===== config.mk =====
export PLATFORM = sky130hd
export DESIGN_NAME = adc_trig_seq
export DESIGN_NICKNAME = d
export VERILOG_FILES = /design/src/rtl/adc_trig_pkg.sv /design/src/rtl/adc_trig_sync.sv /design/src/rtl/adc_conv_engine.sv /design/src/rtl/adc_slot_bank.sv /design/src/rtl/adc_trig_seq.sv
export SDC_FILE = /design/constraint.sdc
export NUM_CORES = 1
export LEC_CHECK = 0
export ABC_AREA = 0
export CAP_MARGIN = 20
export CORE_ASPECT_RATIO = 0.5
export CORE_MARGIN = 3
export CORE_UTILIZATION = 60
export DETAILED_ROUTE_END_ITERATION = 8
export PLACE_DENSITY = 0.86
export SYNTH_ARGS = -nofsm -noshare
export SYNTH_HDL_FRONTEND = slang
export SYNTH_SLANG_ARGS = --single-unit

===== constraint.sdc =====
create_clock -name clk -period 5.05 [get_ports clk]
set_clock_uncertainty 0.15 [all_clocks]
set_input_delay 1.01 -clock clk [delete_from_list [all_inputs] [get_ports clk]]
set_output_delay 1.01 -clock clk [all_outputs]
set_load 0.01 [all_outputs]

===== src/rtl/adc_trig_pkg.sv =====
package adc_trig_pkg;
    typedef enum logic {
        ST_IDLE = 1'b0,
        ST_CONV = 1'b1
    } seq_state_t;

    localparam int unsigned RES_MULT = 97;
    localparam int unsigned RES_OFFS = 5;
endpackage


===== src/rtl/adc_trig_sync.sv =====
module adc_trig_sync (
    input  logic clk,
    input  logic rst_n,
    input  logic async_in,
    output logic rise
);
    logic meta_q, stab_q, prev_q;

    always_ff @(posedge clk or negedge rst_n) begin
        if (!rst_n) begin
            meta_q <= 1'b0;
            stab_q <= 1'b0;
            prev_q <= 1'b0;
        end else begin
            meta_q <= async_in;
            stab_q <= meta_q;
            prev_q <= stab_q;
        end
    end

    assign rise = stab_q & ~prev_q;
endmodule


===== src/rtl/adc_conv_engine.sv =====
module adc_conv_engine #(
    parameter int CH_W        = 5,
    parameter int RES_W       = 12,
    parameter int CONV_CYCLES = 16
) (
    input  logic             clk,
    input  logic             rst_n,
    input  logic             start,
    input  logic             abort,
    input  logic [CH_W-1:0]  ch,
    output logic             done,
    output logic [RES_W-1:0] result
);
    import adc_trig_pkg::*;

    localparam int CNT_W = (CONV_CYCLES > 2) ? $clog2(CONV_CYCLES) : 1;
    localparam logic [CNT_W-1:0] LAST = CNT_W'(CONV_CYCLES - 1);
    localparam int PW = CH_W + RES_W + 8;

    logic             running;
    logic [CNT_W-1:0] cnt;
    logic [CH_W-1:0]  ch_q;
    logic [PW-1:0]    prod;

    always_ff @(posedge clk or negedge rst_n) begin
        if (!rst_n) begin
            running <= 1'b0;
            cnt     <= '0;
            ch_q    <= '0;
        end else if (start) begin
            running <= 1'b1;
            cnt     <= LAST;
            ch_q    <= ch;
        end else if (abort || done) begin
            running <= 1'b0;
        end else if (running) begin
            cnt <= cnt - 1'b1;
        end
    end

    assign done   = running && (cnt == '0);
    assign prod   = PW'(ch_q) * PW'(RES_MULT) + PW'(RES_OFFS);
    assign result = prod[RES_W-1:0];
endmodule


===== src/rtl/adc_slot_bank.sv =====
module adc_slot_bank #(
    parameter int NS     = 2,
    parameter int CH_W   = 5,
    parameter int RES_W  = 12,
    parameter int SLOT_W = 1
) (
    input  logic                     clk,
    input  logic                     rst_n,
    input  logic                     cfg_wr,
    input  logic [SLOT_W-1:0]        cfg_wr_slot,
    input  logic [CH_W+1:0]          cfg_wr_data,
    input  logic                     res_rd,
    input  logic [SLOT_W-1:0]        res_rd_slot,
    input  logic                     cpl,
    input  logic [SLOT_W-1:0]        cpl_slot,
    input  logic [RES_W-1:0]         cpl_data,
    output logic [NS-1:0][CH_W-1:0]  slot_ch,
    output logic [NS-1:0]            slot_cont,
    output logic [NS-1:0]            flags,
    output logic [RES_W-1:0]         res_rd_data,
    output logic                     irq
);
    logic [NS-1:0][RES_W-1:0] res_q;
    logic [NS-1:0]            slot_ie;

    for (genvar i = 0; i < NS; i++) begin : g_slot
        logic wr_hit, rd_hit, cpl_hit;
        assign wr_hit  = cfg_wr && (cfg_wr_slot == SLOT_W'(i));
        assign rd_hit  = res_rd && (res_rd_slot == SLOT_W'(i));
        assign cpl_hit = cpl && (cpl_slot == SLOT_W'(i));

        always_ff @(posedge clk or negedge rst_n) begin
            if (!rst_n) begin
                slot_ch[i]   <= '0;
                slot_ie[i]   <= 1'b0;
                slot_cont[i] <= 1'b0;
                res_q[i]     <= '0;
                flags[i]     <= 1'b0;
            end else begin
                if (wr_hit) begin
                    slot_ch[i]   <= cfg_wr_data[CH_W-1:0];
                    slot_ie[i]   <= cfg_wr_data[CH_W];
                    slot_cont[i] <= cfg_wr_data[CH_W+1];
                end
                if (cpl_hit) begin
                    res_q[i] <= cpl_data;
                    flags[i] <= 1'b1;
                end else if (wr_hit || rd_hit) begin
                    flags[i] <= 1'b0;
                end
            end
        end
    end

    assign res_rd_data = res_q[res_rd_slot];
    assign irq         = |(flags & slot_ie);
endmodule


===== src/rtl/adc_trig_seq.sv =====
module adc_trig_seq #(
    parameter int NS          = 2,
    parameter int CH_W        = 5,
    parameter int RES_W       = 12,
    parameter int CONV_CYCLES = 16,
    localparam int SLOT_W     = (NS > 1) ? $clog2(NS) : 1
) (
    input  logic              clk,
    input  logic              rst_n,
    input  logic              hw_trig_in,
    input  logic [NS-1:0]     trig_sel,
    input  logic              hw_trig_en,
    input  logic              cfg_wr,
    input  logic [SLOT_W-1:0] cfg_wr_slot,
    input  logic [CH_W+1:0]   cfg_wr_data,
    input  logic              res_rd,
    input  logic [SLOT_W-1:0] res_rd_slot,
    output logic [RES_W-1:0]  res_rd_data,
    output logic [NS-1:0]     done_flags,
    output logic              irq,
    output logic              busy,
    output logic              sel_err
);
    import adc_trig_pkg::*;

    seq_state_t state_q, state_d;
    logic [SLOT_W-1:0] act_q, sel_idx;
    logic trig_rise, sel_one, sel_many, hw_go, sw_go;
    logic eng_start, eng_abort, eng_done, cpl;
    logic [CH_W-1:0] start_ch;
    logic [RES_W-1:0] eng_res;
    logic [NS-1:0][CH_W-1:0] slot_ch;
    logic [NS-1:0] slot_cont;

    adc_trig_sync u_sync (
        .clk(clk), .rst_n(rst_n), .async_in(hw_trig_in), .rise(trig_rise)
    );

    always_comb begin
        sel_idx = '0;
        for (int i = 0; i < NS; i++)
            if (trig_sel[i]) sel_idx = SLOT_W'(i);
    end

    assign sel_one  = $onehot(trig_sel);
    assign sel_many = $countones(trig_sel) > 1;
    assign hw_go    = hw_trig_en && trig_rise && sel_one;
    assign sw_go    = !hw_trig_en && cfg_wr && (cfg_wr_slot == '0);

    // next-state logic
    always_comb begin
        state_d = state_q;
        unique case (state_q)
            ST_IDLE: if (hw_go || sw_go) state_d = ST_CONV;
            ST_CONV: begin
                if (cfg_wr)                           state_d = ST_IDLE;
                else if (eng_done && !slot_cont[act_q]) state_d = ST_IDLE;
            end
            default: state_d = ST_IDLE;
        endcase
    end

    // state register and active slot
    always_ff @(posedge clk or negedge rst_n) begin
        if (!rst_n) begin
            state_q <= ST_IDLE;
            act_q   <= '0;
            sel_err <= 1'b0;
        end else begin
            state_q <= state_d;
            sel_err <= (state_q == ST_IDLE) && hw_trig_en && trig_rise && sel_many;
            if (state_q == ST_IDLE && hw_go)      act_q <= sel_idx;
            else if (state_q == ST_IDLE && sw_go) act_q <= '0;
        end
    end

    // outputs of the sequencer
    always_comb begin
        eng_start = 1'b0;
        eng_abort = 1'b0;
        cpl       = 1'b0;
        start_ch  = slot_ch[act_q];
        unique case (state_q)
            ST_IDLE: begin
                eng_start = hw_go || sw_go;
                start_ch  = sw_go ? cfg_wr_data[CH_W-1:0] : slot_ch[sel_idx];
            end
            ST_CONV: begin
                eng_abort = cfg_wr;
                cpl       = eng_done && !cfg_wr;
                eng_start = eng_done && !cfg_wr && slot_cont[act_q];
            end
            default: ;
        endcase
    end

    assign busy = (state_q == ST_CONV);

    adc_conv_engine #(.CH_W(CH_W), .RES_W(RES_W), .CONV_CYCLES(CONV_CYCLES)) u_eng (
        .clk(clk), .rst_n(rst_n), .start(eng_start), .abort(eng_abort),
        .ch(start_ch), .done(eng_done), .result(eng_res)
    );

    adc_slot_bank #(.NS(NS), .CH_W(CH_W), .RES_W(RES_W), .SLOT_W(SLOT_W)) u_bank (
        .clk(clk), .rst_n(rst_n),
        .cfg_wr(cfg_wr), .cfg_wr_slot(cfg_wr_slot), .cfg_wr_data(cfg_wr_data),
        .res_rd(res_rd), .res_rd_slot(res_rd_slot),
        .cpl(cpl), .cpl_slot(act_q), .cpl_data(eng_res),
        .slot_ch(slot_ch), .slot_cont(slot_cont), .flags(done_flags),
        .res_rd_data(res_rd_data), .irq(irq)
    );
endmodule


==> metrics list, run 1 <==
- Result of the run: finished clean
- Hold-fix buffers, CTS: 0
- Multiplexer share of the synthesized area: a little under 20%
- Layout cells sized above 1: a little under a quarter
- The first global-routing pass estimated between 9000 and 10,000 microns of wire.
- The initial antenna violation count was 0.
* Post-synthesis share of cell area spent on and, or, nand and nor gates: 12.5%
- Summing all placed instances gives a cell area of ~3300 sq um.
- The setup path with the least slack is of type input port to output port.
- Transition at the pin with the smallest max-transition slack: between 0.8 and 0.9 ns
* Synthesis-to-finish area growth: 15.4%
* Max Fanout on Critical Path: 14
- Averaged over all synthesized cells, the footprint is between 10 and 15 sq um.
- Initial cell density of the core: 65.0%
- Share of total power consumed by net switching: between 30% and 40%
* Max-cap check violation count: 0
- The worst hold path passes through 0 cells.
- Seq/Total Area, Yosys: 47.0%
* TritonCTS Buffers: 5
- The via count of the first global-routing pass was about 2,100.
* Fraction of the cycle the final worst path needs: roughly four fifths
- Number of input and output port buffers inserted: 33
- Final worst-path setup slack: 1.07 ns
* Logic pwr share: between 40% and 50%
- Dominant combinational cell family by area after synthesis: multiplexers
- Post-route DRC: 0
- Detail-routed via count per cell: 5.61
* Beginning of the worst register-to-register path: u_eng.ch_q[2]
- Maximum number of buffers from clock root to sink: 2
* Die H: around 56 microns
- The share of total power dissipated in sequential elements is 41.2%.
- The number of setup buffers added after CTS is 0.
- Total of warnings raised by yosys: 0
- Worst slew margin relative to its limit: 44.3%
- Setup repair after global routing left no endpoint under its margin.
- Die Span X: 106 microns
- Endpoint kind of the worst setup timing path: output port
- Post-Route Setup TNS: 0 ns
- Leakage power of the design: between 1.5 and 2 nW
* Clock net sink count: 56
- The min-delay analysis places its worst path in the category register to register.
- Clock-pin slew on the worst setup and hold paths: 0.10 ns
* Place WS: around 1.1 ns
* Boundary Pins: 34
* End point of the worst hold path: u_sync.stab_q
- Fraction of the mapped netlist area in compound gates: under 10%
- Summing the areas of all xor and xnor instances in the mapped netlist gives approximately 4.9% of the synthesized area.
- Reg2reg path depth: 8
- Overall track demand over capacity in global routing: between 20% and 30%
- The detailed router finished its first iteration with a little over 40 violations.
- In this run the most critical hold path is launched from u_sync.meta_q.
* Detailed Route WL: around 5800 microns
* Most frequent cells in the layout: 56 x sky130_fd_sc_hd__dfrtp_1, 37 x sky130_fd_sc_hd__mux2_2, 35 x sky130_fd_sc_hd__nand2_1
- Grt ovf: 0
- Arithmetic-cell share of the synthesized area counting full adders, half adders and majority gates: under 10%
- Maximum number of pins on one net before global-route repair: 57
- Total inserted antenna cells: 0
* Synthesized Nets: between 200 and 300
- Derived from the worst setup path, the maximum achievable clock frequency is about 250 MHz.
* Number of nets in the layout: around 320
* Share of flip-flops with an asynchronous set or reset: 100%
- CP Launch Type: input port
- CTS built an H-tree with a depth of 2.
- The first detailed-routing pass ran for 4 iterations.
- After legalization and detailed placement, the total HPWL measured 4280 microns.
* Cell count after synthesis: around 250
* Row count: 17
- In this run the cell area of the synthesized design comes to slightly below 3000 sq um.
* Routability Congestion: roughly 0.81
- Slack of the worst reg-to-reg path: ~2.5 ns
* Final antenna-violating net count: 0
- Worst voltage drop across the vdd grid: around 280 uV
* Data required, critical path: 3.89 ns
- Dividing the detail-routed wire length by the instance count gives around 16 microns.
- Clock latency on the worst-skew pair, taken at its later pin, is 0.31 ns.
- Capturing point of the worst reg2reg path: u_bank.res_q[23]
* Internal portion of total power: between 0.0009 and 0.001 W
- The routed layout has ~2,000 vias.
- Power density relative to cell area: approximately 420 nW/um^2
- In this run the power spent charging and discharging nets is between 0.0005 and 0.0006 W.
- Area of the core: 4590 sq um
- Flip-flop and latch count after synthesis: 56
- Final-report setup violation count: 0
* Post-synth cell types: 44
- For the finished layout, the period the worst path requires is slightly below 4 ns.
- Most frequent standard cell in the layout excluding fill and tap cells: sky130_fd_sc_hd__dfrtp_1
- The clock network is responsible for 17.7% of the overall power.
* Count of final hold-check violations: 0
* Data arrival time at the worst-slack endpoint: around 2.8 ns
- Once the clock tree was built, the resizer swapped 0 gates to a different size.
- TritonCTS built the clock tree.
* Root buf cell: sky130_fd_sc_hd__clkbuf_8
* WHS: ~0.21 ns
- The floorplan step defined a die boundary enclosing around 5900 sq um.
* Pins Over Slew Limit: 0
* Synth Flop Type: sky130_fd_sc_hd__dfrtp_1
- Post-route cell area: about 3400 sq um
* EDFF count, synth: 0
## worst max-delay path by stage
| stage | start | endpoint | slack [ns] |
|---|---|---|---|
| 3_5_place_dp | res_rd_slot | res_rd_data[11] | 1.08 |
| 3_3_place_gp | res_rd_slot | res_rd_data[4] | 1.11 |
| 2_1_floorplan | res_rd_slot | res_rd_data[10] | 2.18 |
| 5_1_grt | res_rd_slot | res_rd_data[6] | 1.03 |
| 6_report | res_rd_slot | res_rd_data[11] | 1.07 |
| 4_1_cts | res_rd_slot | res_rd_data[11] | 1.07 |
## layout make-up
class,instances,area (sq um)
flip-flops and latches,56,1400
repair buffers,34,333
clock buffers,7,86.3
inverters,7,26.3
multi-input cells,182,1510
clock inverters,1,7.51
well taps,66,82.6
fillers,315,1150
## power by group through the flow
stage | Sequential (W) | Clock, W | Combinational [W]
3_3_place_gp | 0.000595 | 0 | 0.000557
6_report | 0.000597 | 0.000256 | 0.000598
3_5_place_dp | 0.000604 | 0 | 0.000590
2_1_floorplan | 0.000577 | 0 | 0.000458
4_1_cts | 0.000596 | 0.000263 | 0.000598
5_1_grt | 0.000608 | 0.000283 | 0.000663
## Yosys cell counts (2+ instances only)
cell	n	area, sq um
sky130_fd_sc_hd__nand2_1	35	131
sky130_fd_sc_hd__and2_1	2	12.5
sky130_fd_sc_hd__nor2_1	6	22.5
sky130_fd_sc_hd__a221oi_1	2	17.5
sky130_fd_sc_hd__nand3_1	3	15.0
sky130_fd_sc_hd__buf_6	2	22.5
sky130_fd_sc_hd__nor4b_1	2	17.5
sky130_fd_sc_hd__o21ai_0	22	110
sky130_fd_sc_hd__inv_1	7	26.3
sky130_fd_sc_hd__nor3b_4	2	37.5
sky130_fd_sc_hd__mux2i_1	7	70.1
sky130_fd_sc_hd__xnor2_1	9	78.8
sky130_fd_sc_hd__ha_1	16	200
sky130_fd_sc_hd__nor2b_1	3	18.8
sky130_fd_sc_hd__a21oi_1	2	10.0
sky130_fd_sc_hd__dfrtp_1	56	1400
sky130_fd_sc_hd__clkbuf_1	6	22.5
sky130_fd_sc_hd__mux2_4	5	75.1
sky130_fd_sc_hd__xor2_1	6	52.6
sky130_fd_sc_hd__mux2_2	37	417
## registers in the layout, summed over array words and instances, names as in the netlist
name	count
u_bank.res_q	24
u_bank.slot_ch	10
u_eng.ch_q	5
u_eng.cnt	4
u_bank.flags	2
u_bank.slot_cont	2
u_bank.slot_ie	2
act_q	1
busy	1
sel_err	1
u_eng.running	1
u_sync.meta_q	1
u_sync.prev_q	1
u_sync.stab_q	1
## cells by family after synthesis
group | after synthesis
muxes | 50
adders and majority gates | 16
and+or+nand+nor | 65
xor gates and xnor gates | 16
buffers and inverters | 16
DFF | 56
AOI/OAI and AO/OA | 35
## stage by stage
stage | total power (W) | utilization (%) | std cells
after detailed placement | 0.00119 | 72.9 | 345
final | 0.00145 | 74.9 | 353
after floorplan | 0.00103 | - | 254
after global placement | 0.00115 | 72.9 | 345
after CTS | 0.00146 | 74.9 | 353
after global routing | 0.00155 | 74.9 | 353
## routing by layer
layer	vias up	share of wire [%]	routed length [microns]	track usage [%]
met4	0	1.3	78	5.90
li1	952	-	-	-
met5	-	0	0	0
met2	26	51	2970	37.1
met3	11	3.2	188	4.98
met1	990	44	2550	26.8
## worst max-delay path: stages
cell	delay, ns
sky130_fd_sc_hd__clkdlybuf4s50_1	0.90
sky130_fd_sc_hd__mux2_2	0.42
sky130_fd_sc_hd__clkdlybuf4s50_1	0.49
(Power assumes the default switching activity.)
==> run 2: changes to the inputs <==
Settings changed: CORE_UTILIZATION 60 to 56, PLACE_DENSITY 0.86 to 0.82.
Clock period 5.05 ns to 4.2 ns, I/O delays scaled along.
==> run 2 against run 1 <==
  * Core utilization fell by 6.1 points
  * Sequential power rose by 20%
  * Die area is 6.6% higher
  * Clock power up 22%
  * Cell area is 0.44% higher
  * Register-to-register slack lost 0.82 ns
  * Global-route usage down 2.3 points
  * Sequential share of layout area is 0.18 points lower
  * Combinational power rose by 17%
  * Worst hold slack got worse by 0.0033 ns
  * Total power grew 19%
  * Critical path type unchanged
==> metrics list, run 2 (synthesis gave the netlist of run 1 again) <==
- The run finished with clean final reports.
- Walking the worst path, the cells encountered are clkdlybuf4s50_1 -> mux2_2 -> clkdlybuf4s50_1.
* Fraction of the cycle the final worst path needs: between 80% and 90%
- Largest Register: u_bank.res_q
* Clock net sink count: 56 (unchanged)
* Most frequent cells in the layout: 56 x sky130_fd_sc_hd__dfrtp_1, 37 x sky130_fd_sc_hd__mux2_2, 35 x sky130_fd_sc_hd__nand2_1
* Cells on Worst Hold Path: 0 (unchanged)
- Worst slew margin relative to its limit: 49.0% (+4.8 points)
* 1st-pass router iterations: 4 (unchanged)
- The detailed-route vias per instance came to 5.49 (-2.1%).
- Detailed Route WL: 5460 microns (-5.7%)
* Most frequent standard cell in the layout excluding fill and tap cells: sky130_fd_sc_hd__dfrtp_1
* Critical-path cell with the highest stage delay: sky130_fd_sc_hd__clkdlybuf4s50_1
- The total setup buffers inserted after CTS is 0 (unchanged).
- Worst voltage drop across the vdd grid: 263 uV (-6.4%)
- Max-cap check violation count: 0 (unchanged)
* TritonCTS Buffers: 5 (unchanged)
- The count of port buffers added during placement is 33 (unchanged).
* Endpoint kind of the worst setup timing path: output port
- Post-route DRC: 0 (unchanged)
- Area of the core: 5020 sq um (+9.3%)
- Slack of the worst reg-to-reg path: 1.65 ns (-0.82 ns)
- Count of final hold-check violations: 0 (unchanged)
- First-pass GRT wire length: 9290 microns (-7.1%)
- End point of the worst hold path: u_sync.stab_q
- Compared with the post-synthesis result, the final layout area differs by 15.9%.
- The worst register-to-register path begins at u_eng.ch_q[3].
- Cell area after placement: 3360 sq um (+0.37%)
- The count of filler cells inserted in the layout is 364 (+16%).
- The final weighted congestion of routability-driven global placement is 0.766 (-5.7%).
* Total inserted antenna cells: 0 (unchanged)
- The horizontal die dimension came to 109 microns (+3.3%).
- The initial antenna violation count is 0 (unchanged).
- The clock transition at the registers of the reported paths is 0.09 ns (about the same).
- Via count of the first global-routing pass: 2,036 (-2.6%)
- By startpoint and endpoint, the worst setup path is classified as input port to output port.
- Hold-fix buffers, CTS: 0 (unchanged)
* Boundary Pins: 34 (unchanged)
* Unrepaired setup endpoints after global routing: no
- The largest registers in the layout are u_bank.res_q x24, u_bank.slot_ch x10, u_eng.ch_q x5.
- Final antenna-violating net count: 0 (unchanged)
- Capturing point of the worst reg2reg path: u_bank.res_q[23]
* Worst skew pair latency: 0.30 ns (about the same)
- Max Fanout on Critical Path: 13 (-1)
* Overall track demand over capacity in global routing: 19.0% (-2.3 points)
- Final-report setup violation count: 0 (unchanged)
- Maximum number of pins on one net before global-route repair: 37 (-35%)
- The cell that appears most often on the critical path is sky130_fd_sc_hd__clkdlybuf4s50_1.
- The half-perimeter wire length after placement came to 4010 microns (-6.2%).
* Maximum number of buffers from clock root to sink: 2 (unchanged)
* Data required, critical path: 3.21 ns (-0.68 ns)
* Grt ovf: 0 (unchanged)
* Power density relative to cell area: 499 nW/um^2 (+18%)
- Die H: 57.6 microns (+3.1%)
- Fin crit period: ~3.6 ns
* Clock H-tree levels: 2 (unchanged)
* Root buf cell: sky130_fd_sc_hd__clkbuf_8
* Initial cell density of the core: 59.4% (-5.5 points)
- The maximum single-stage delay on the critical path was 0.88 ns (-0.02 ns).
* Leakage power of the design: 1.57 nW (+0.68%)
- The cell depth of the worst flop-to-flop path came to 8 (unchanged).
* Data arrival time at the worst-slack endpoint: 2.60 ns (-0.22 ns)
- Class of the most critical hold timing path: register to register
* FMAX: 278 MHz
- Row count: 18 (+1)
* Total die area: 6290 sq um (+6.6%)
- The measured slew at the worst slew-check pin is 0.763 ns (-0.0712 ns).
- Mean routed wirelength per cell: 15.3 microns (-6.8%)
- TritonCTS built the clock tree.
- Pins Over Slew Limit: 0 (unchanged)
- Post-Route Setup TNS: 0 ns (unchanged)
- The worst setup path is launched from an input port.
- The count of nets after finishing was 320 (+0.31%).
- Starting DRT DRC Count: 59 (+44%)
- Post-route cell area: 3460 sq um (+0.44%)
- Number of flip-flops in the largest register: 24 (unchanged)
- Number of gates given a new drive strength after cts: 0 (unchanged)
* Layout cells sized above 1: 23.0% (+0.35 points)
- In this run the most critical hold path is launched from u_sync.meta_q.
- The via total after detailed routing is 1,959 (-1.0%).
==> run 2: per-stage QoR <==
| step | util (%) | setup WS (ns) | hold slack, ns | power [W] | instances |
|---|---|---|---|---|---|
| after detailed placement | 66.9 | 0.591 | 0.190 | 0.00142 | 350 |
| final | 68.9 | 0.607 | 0.208 | 0.00173 | 357 |
| after global routing | 68.9 | 0.548 | 0.236 | 0.00185 | 357 |
| after CTS | 68.9 | 0.582 | 0.211 | 0.00174 | 357 |
| after global placement | 66.9 | 0.611 | 0.186 | 0.00139 | 350 |
| after floorplan | - | 1.67 | 0.181 | 0.00124 | 254 |
==> run 2: worst max-delay path by stage <==
stage,to,slack [ns],start,cells past startpoint
global route,res_rd_data[7],0.55,res_rd_slot,3
detailed placement,res_rd_data[8],0.59,res_rd_slot,3
CTS,res_rd_data[8],0.58,res_rd_slot,3
finish,res_rd_data[8],0.61,res_rd_slot,3
global placement,res_rd_data[1],0.61,res_rd_slot,3
floorplan,res_rd_data[10],1.67,res_rd_slot,2
==> run 2: cell type report <==
type | count | area (sq um) | area share (%)
repair buffers | 35 | 340 | 9.84
flip-flops and latches | 56 | 1400 | 40.5
clock buffers | 7 | 96.3 | 2.79
well taps | 70 | 87.6 | 2.53
multi-input cells | 182 | 1510 | 43.6
inverters | 7 | 26.3 | 0.760
==> run 2: layer usage <==
metal / part of all wire, % / vias up / wire length, microns / GRT usage (%)
li1: - / 951 / - / -
met4: 1.0 / 0 / 57 / 4.80
met5: 0 / - / 0 / 0
met3: 2.3 / 8 / 123 / 3.78
met2: 49 / 21 / 2700 / 33.0
met1: 47 / 979 / 2580 / 24.8
==> run 2: critical path: cells and delay by family <==
kind,cells,cell delay [ns]
buffers and inverters,2,1.35
muxes,1,0.41
==> run 2: power by group <==
part           total, W  internal (W)  switching [W]
clock network  0.000312      0.000147       0.000165
registers      0.000717      0.000623      0.0000943
logic          0.000697      0.000340       0.000357
==> run 3: changes to the inputs <==
Settings changed: ABC_AREA 0 to not set, CORE_MARGIN 3 to 1.
==> run 3 against run 2 <==
  * Largest power group unchanged
  * Core utilization shrank 0.12 points
  * Cell area shrank 0.18%
  * Highest routed layer unchanged
  * Wire length shrank 1.8%
  * Count of clock-buffer cells in the layout grew 1
  * Largest cell class unchanged
==> metrics list, run 3 (synthesis gave the netlist of run 1 again) <==
* Area of the multi-input gates: 1510 sq um (unchanged)
* 1st-pass router iterations: 4 (unchanged)
- Final-report setup violation count: 0 (unchanged)
* Unrepaired setup endpoints after global routing: no
* Clock-pin slew on the worst setup and hold paths: 0.09 ns (about the same)
- Worst slew margin relative to its limit: 48.4% (-0.67 points)
- Max Fanout on Critical Path: 13 (unchanged)
* Worst voltage drop across the vdd grid: 236 uV (-10%)
- The cell total after placement is 350 (unchanged).
- Die Span X: 105 microns (-3.7%)
* Power density relative to cell area: 497 nW/um^2 (-0.31%)
* Routability Congestion: 0.772 (+0.73%)
* M1 GR Usage: 26.7% (+1.8 points)
- HPWL Detailed: 3830 microns (-4.7%)
- The run finished with clean final reports.
* TritonCTS Buffers: 5 (unchanged)
- The post-placement worst setup slack came to 0.578 ns (-0.0132 ns).
- Post-Route Setup TNS: 0 ns (unchanged)
- Post-route DRC: 0 (unchanged)
- The part of the cycle the worst path needs came to 85.1% (-0.43 points).
- Hold-fix buffers, CTS: 0 (unchanged)
- Clock net sink count: 56 (unchanged)
- The share of cells above drive strength 1 came to 22.6% (-0.43 points).
* Worst skew pair latency: 0.31 ns (about the same)
* Footprint of the flip-flops and latches: 1400 sq um (unchanged)
- The smallest hold slack came to 0.219 ns (+0.0110 ns).
* Die H: 53.6 microns (-6.9%)
* Data arrival time at the worst-slack endpoint: 2.59 ns (about the same)
* Number of input and output port buffers inserted: 33 (unchanged)
- More flip-flops sit in one register than any other, and that register is u_bank.res_q.
- The count of final hold-check violations is 0 (unchanged).
- Most frequent cells in the layout: 56 x sky130_fd_sc_hd__dfrtp_1, 37 x sky130_fd_sc_hd__mux2_2, 35 x sky130_fd_sc_hd__nand2_1
* Vias: 1,932 (-1.4%)
- Detail-routed via count per cell: 5.40 (-1.7%)
* Root buf cell: sky130_fd_sc_hd__clkbuf_8
- The number of cells in the finished layout apart from fillers came to 358 (+0.28%).
- The number of flip-flops in the largest register came to 24 (unchanged).
- The final non-filler cell area came to 3450 sq um (-0.18%).
* Number of gates given a new drive strength after cts: 0 (unchanged)
* Max-cap check violation count: 0 (unchanged)
- The critical path is of the input port to output port type.
* Total inserted antenna cells: 0 (unchanged)
- The initial standard-cell utilization of the core is 59.4% (unchanged).
- Total die area: 5640 sq um (-10%)
- Leakage power of the design: 1.57 nW (-0.31%)
* Clock H-tree levels: 2 (unchanged)
* Class of the most critical hold timing path: register to register
* Final worst-path setup slack: 0.625 ns (+0.0180 ns)
- The pin count of the biggest net entering global routing was 57 (+54%).
* Clock tree from TritonCTS: yes
- The largest registers in the layout are u_bank.res_q x24, u_bank.slot_ch x10, u_eng.ch_q x5.
- Fraction of met2 tracks used by global routing: 40.4% (+7.4 points)
* Data required, critical path: 3.21 ns (about the same)
* Mean routed wirelength per cell: 15.0 microns (-2.1%)
- The layer flagged by global routing as most heavily used is met2.
* Row count: 18 (unchanged)
- Detailed Route WL: 5370 microns (-1.8%)
- The post-route minimum period was 3.58 ns (-0.0180 ns).
- The wire length of the first global-routing pass came to 9350 microns (+0.67%).
* Overall track demand over capacity in global routing: 21.9% (+3.0 points)
- The via count of the first global-routing pass came to 2,002 (-1.7%).
- Starting DRT DRC Count: 50 (-15%)
- Count of filler cells inserted in the layout: 376 (+3.3%)
- GRT met3 Usage: 4.96% (+1.2 points)
* Area of the core: 5020 sq um (unchanged)
- The number of placed I/O pins is 34 (unchanged).
* Grt ovf: 0 (unchanged)
- Maximum number of buffers from clock root to sink: 2 (unchanged)
- STA classifies the critical path endpoint as an output port.
- Number of antenna violations at the first check in global routing: 0 (unchanged)
- Pins Over Slew Limit: 0 (unchanged)
- The library cell used most frequently in the layout, excluding fill and tap cells, is sky130_fd_sc_hd__dfrtp_1.
- The measured slew at the worst slew-check pin was 0.773 ns (+0.0101 ns).
- Number of setup buffers added after CTS: 0 (unchanged)
* CP Launch Type: input port
* Cell area after placement: 3360 sq um (unchanged)
- Synthesis-to-finish area growth: 15.7%
- FMAX: 280 MHz (+0.50%)
- Final antenna-violating net count: 0 (unchanged)
- The count of nets after finishing was 320 (unchanged).
[run 3: final cells by class]
| type | instances | area share [%] |
|---|---|---|
| well taps | 70 | 2.54 |
| inverters | 7 | 0.761 |
| multi-input cells | 182 | 43.6 |
| clock buffers | 8 | 2.61 |
| repair buffers | 35 | 9.86 |
| flip-flops and latches | 56 | 40.6 |
[run 3: layer usage]
layer | routed length, microns | vias up
li1 | - | 947
met1 | 2520 | 952
met2 | 2660 | 28
met3 | 138 | 5
met4 | 44 | 0
met5 | 0 | -
[run 3: stage by stage]
stage	util [%]	power (W)
after floorplan	-	0.00124
after CTS	68.7	0.00173
after global routing	68.7	0.00184
final	68.7	0.00172
after global placement	66.9	0.00139
after detailed placement	66.9	0.00142
[run 3: critical path: stages]
cell,delay [ns]
sky130_fd_sc_hd__clkdlybuf4s50_1,0.86
sky130_fd_sc_hd__mux2_2,0.40
sky130_fd_sc_hd__clkdlybuf4s50_1,0.48
[run 3: worst paths after layout]
check | startpoint | depth (start not counted) | slack (ns) | to
setup / recovery | res_rd_slot | 3 | 0.62 | res_rd_data[0]
min in group asynchronous | rst_n | 2 | 0.51 | u_eng.cnt[1]
hold / removal | u_sync.meta_q | 0 | 0.22 | u_sync.stab_q
max in group asynchronous | rst_n | 2 | 2.93 | u_bank.res_q[10]
setup reg to reg | u_eng.ch_q[3] | 8 | 1.66 | u_bank.res_q[23]
hold reg to reg | u_sync.meta_q | 0 | 0.22 | u_sync.stab_q
[run 3: where the power goes]
part	switching, W	internal (W)	total, W	leakage [nW]
clock	0.000164	0.000135	0.000299	0.0455
sequential	0.0000930	0.000623	0.000716	0.717
combinational	0.000362	0.000341	0.000703	0.804
total	0.000618	0.00110	0.00172	1.57
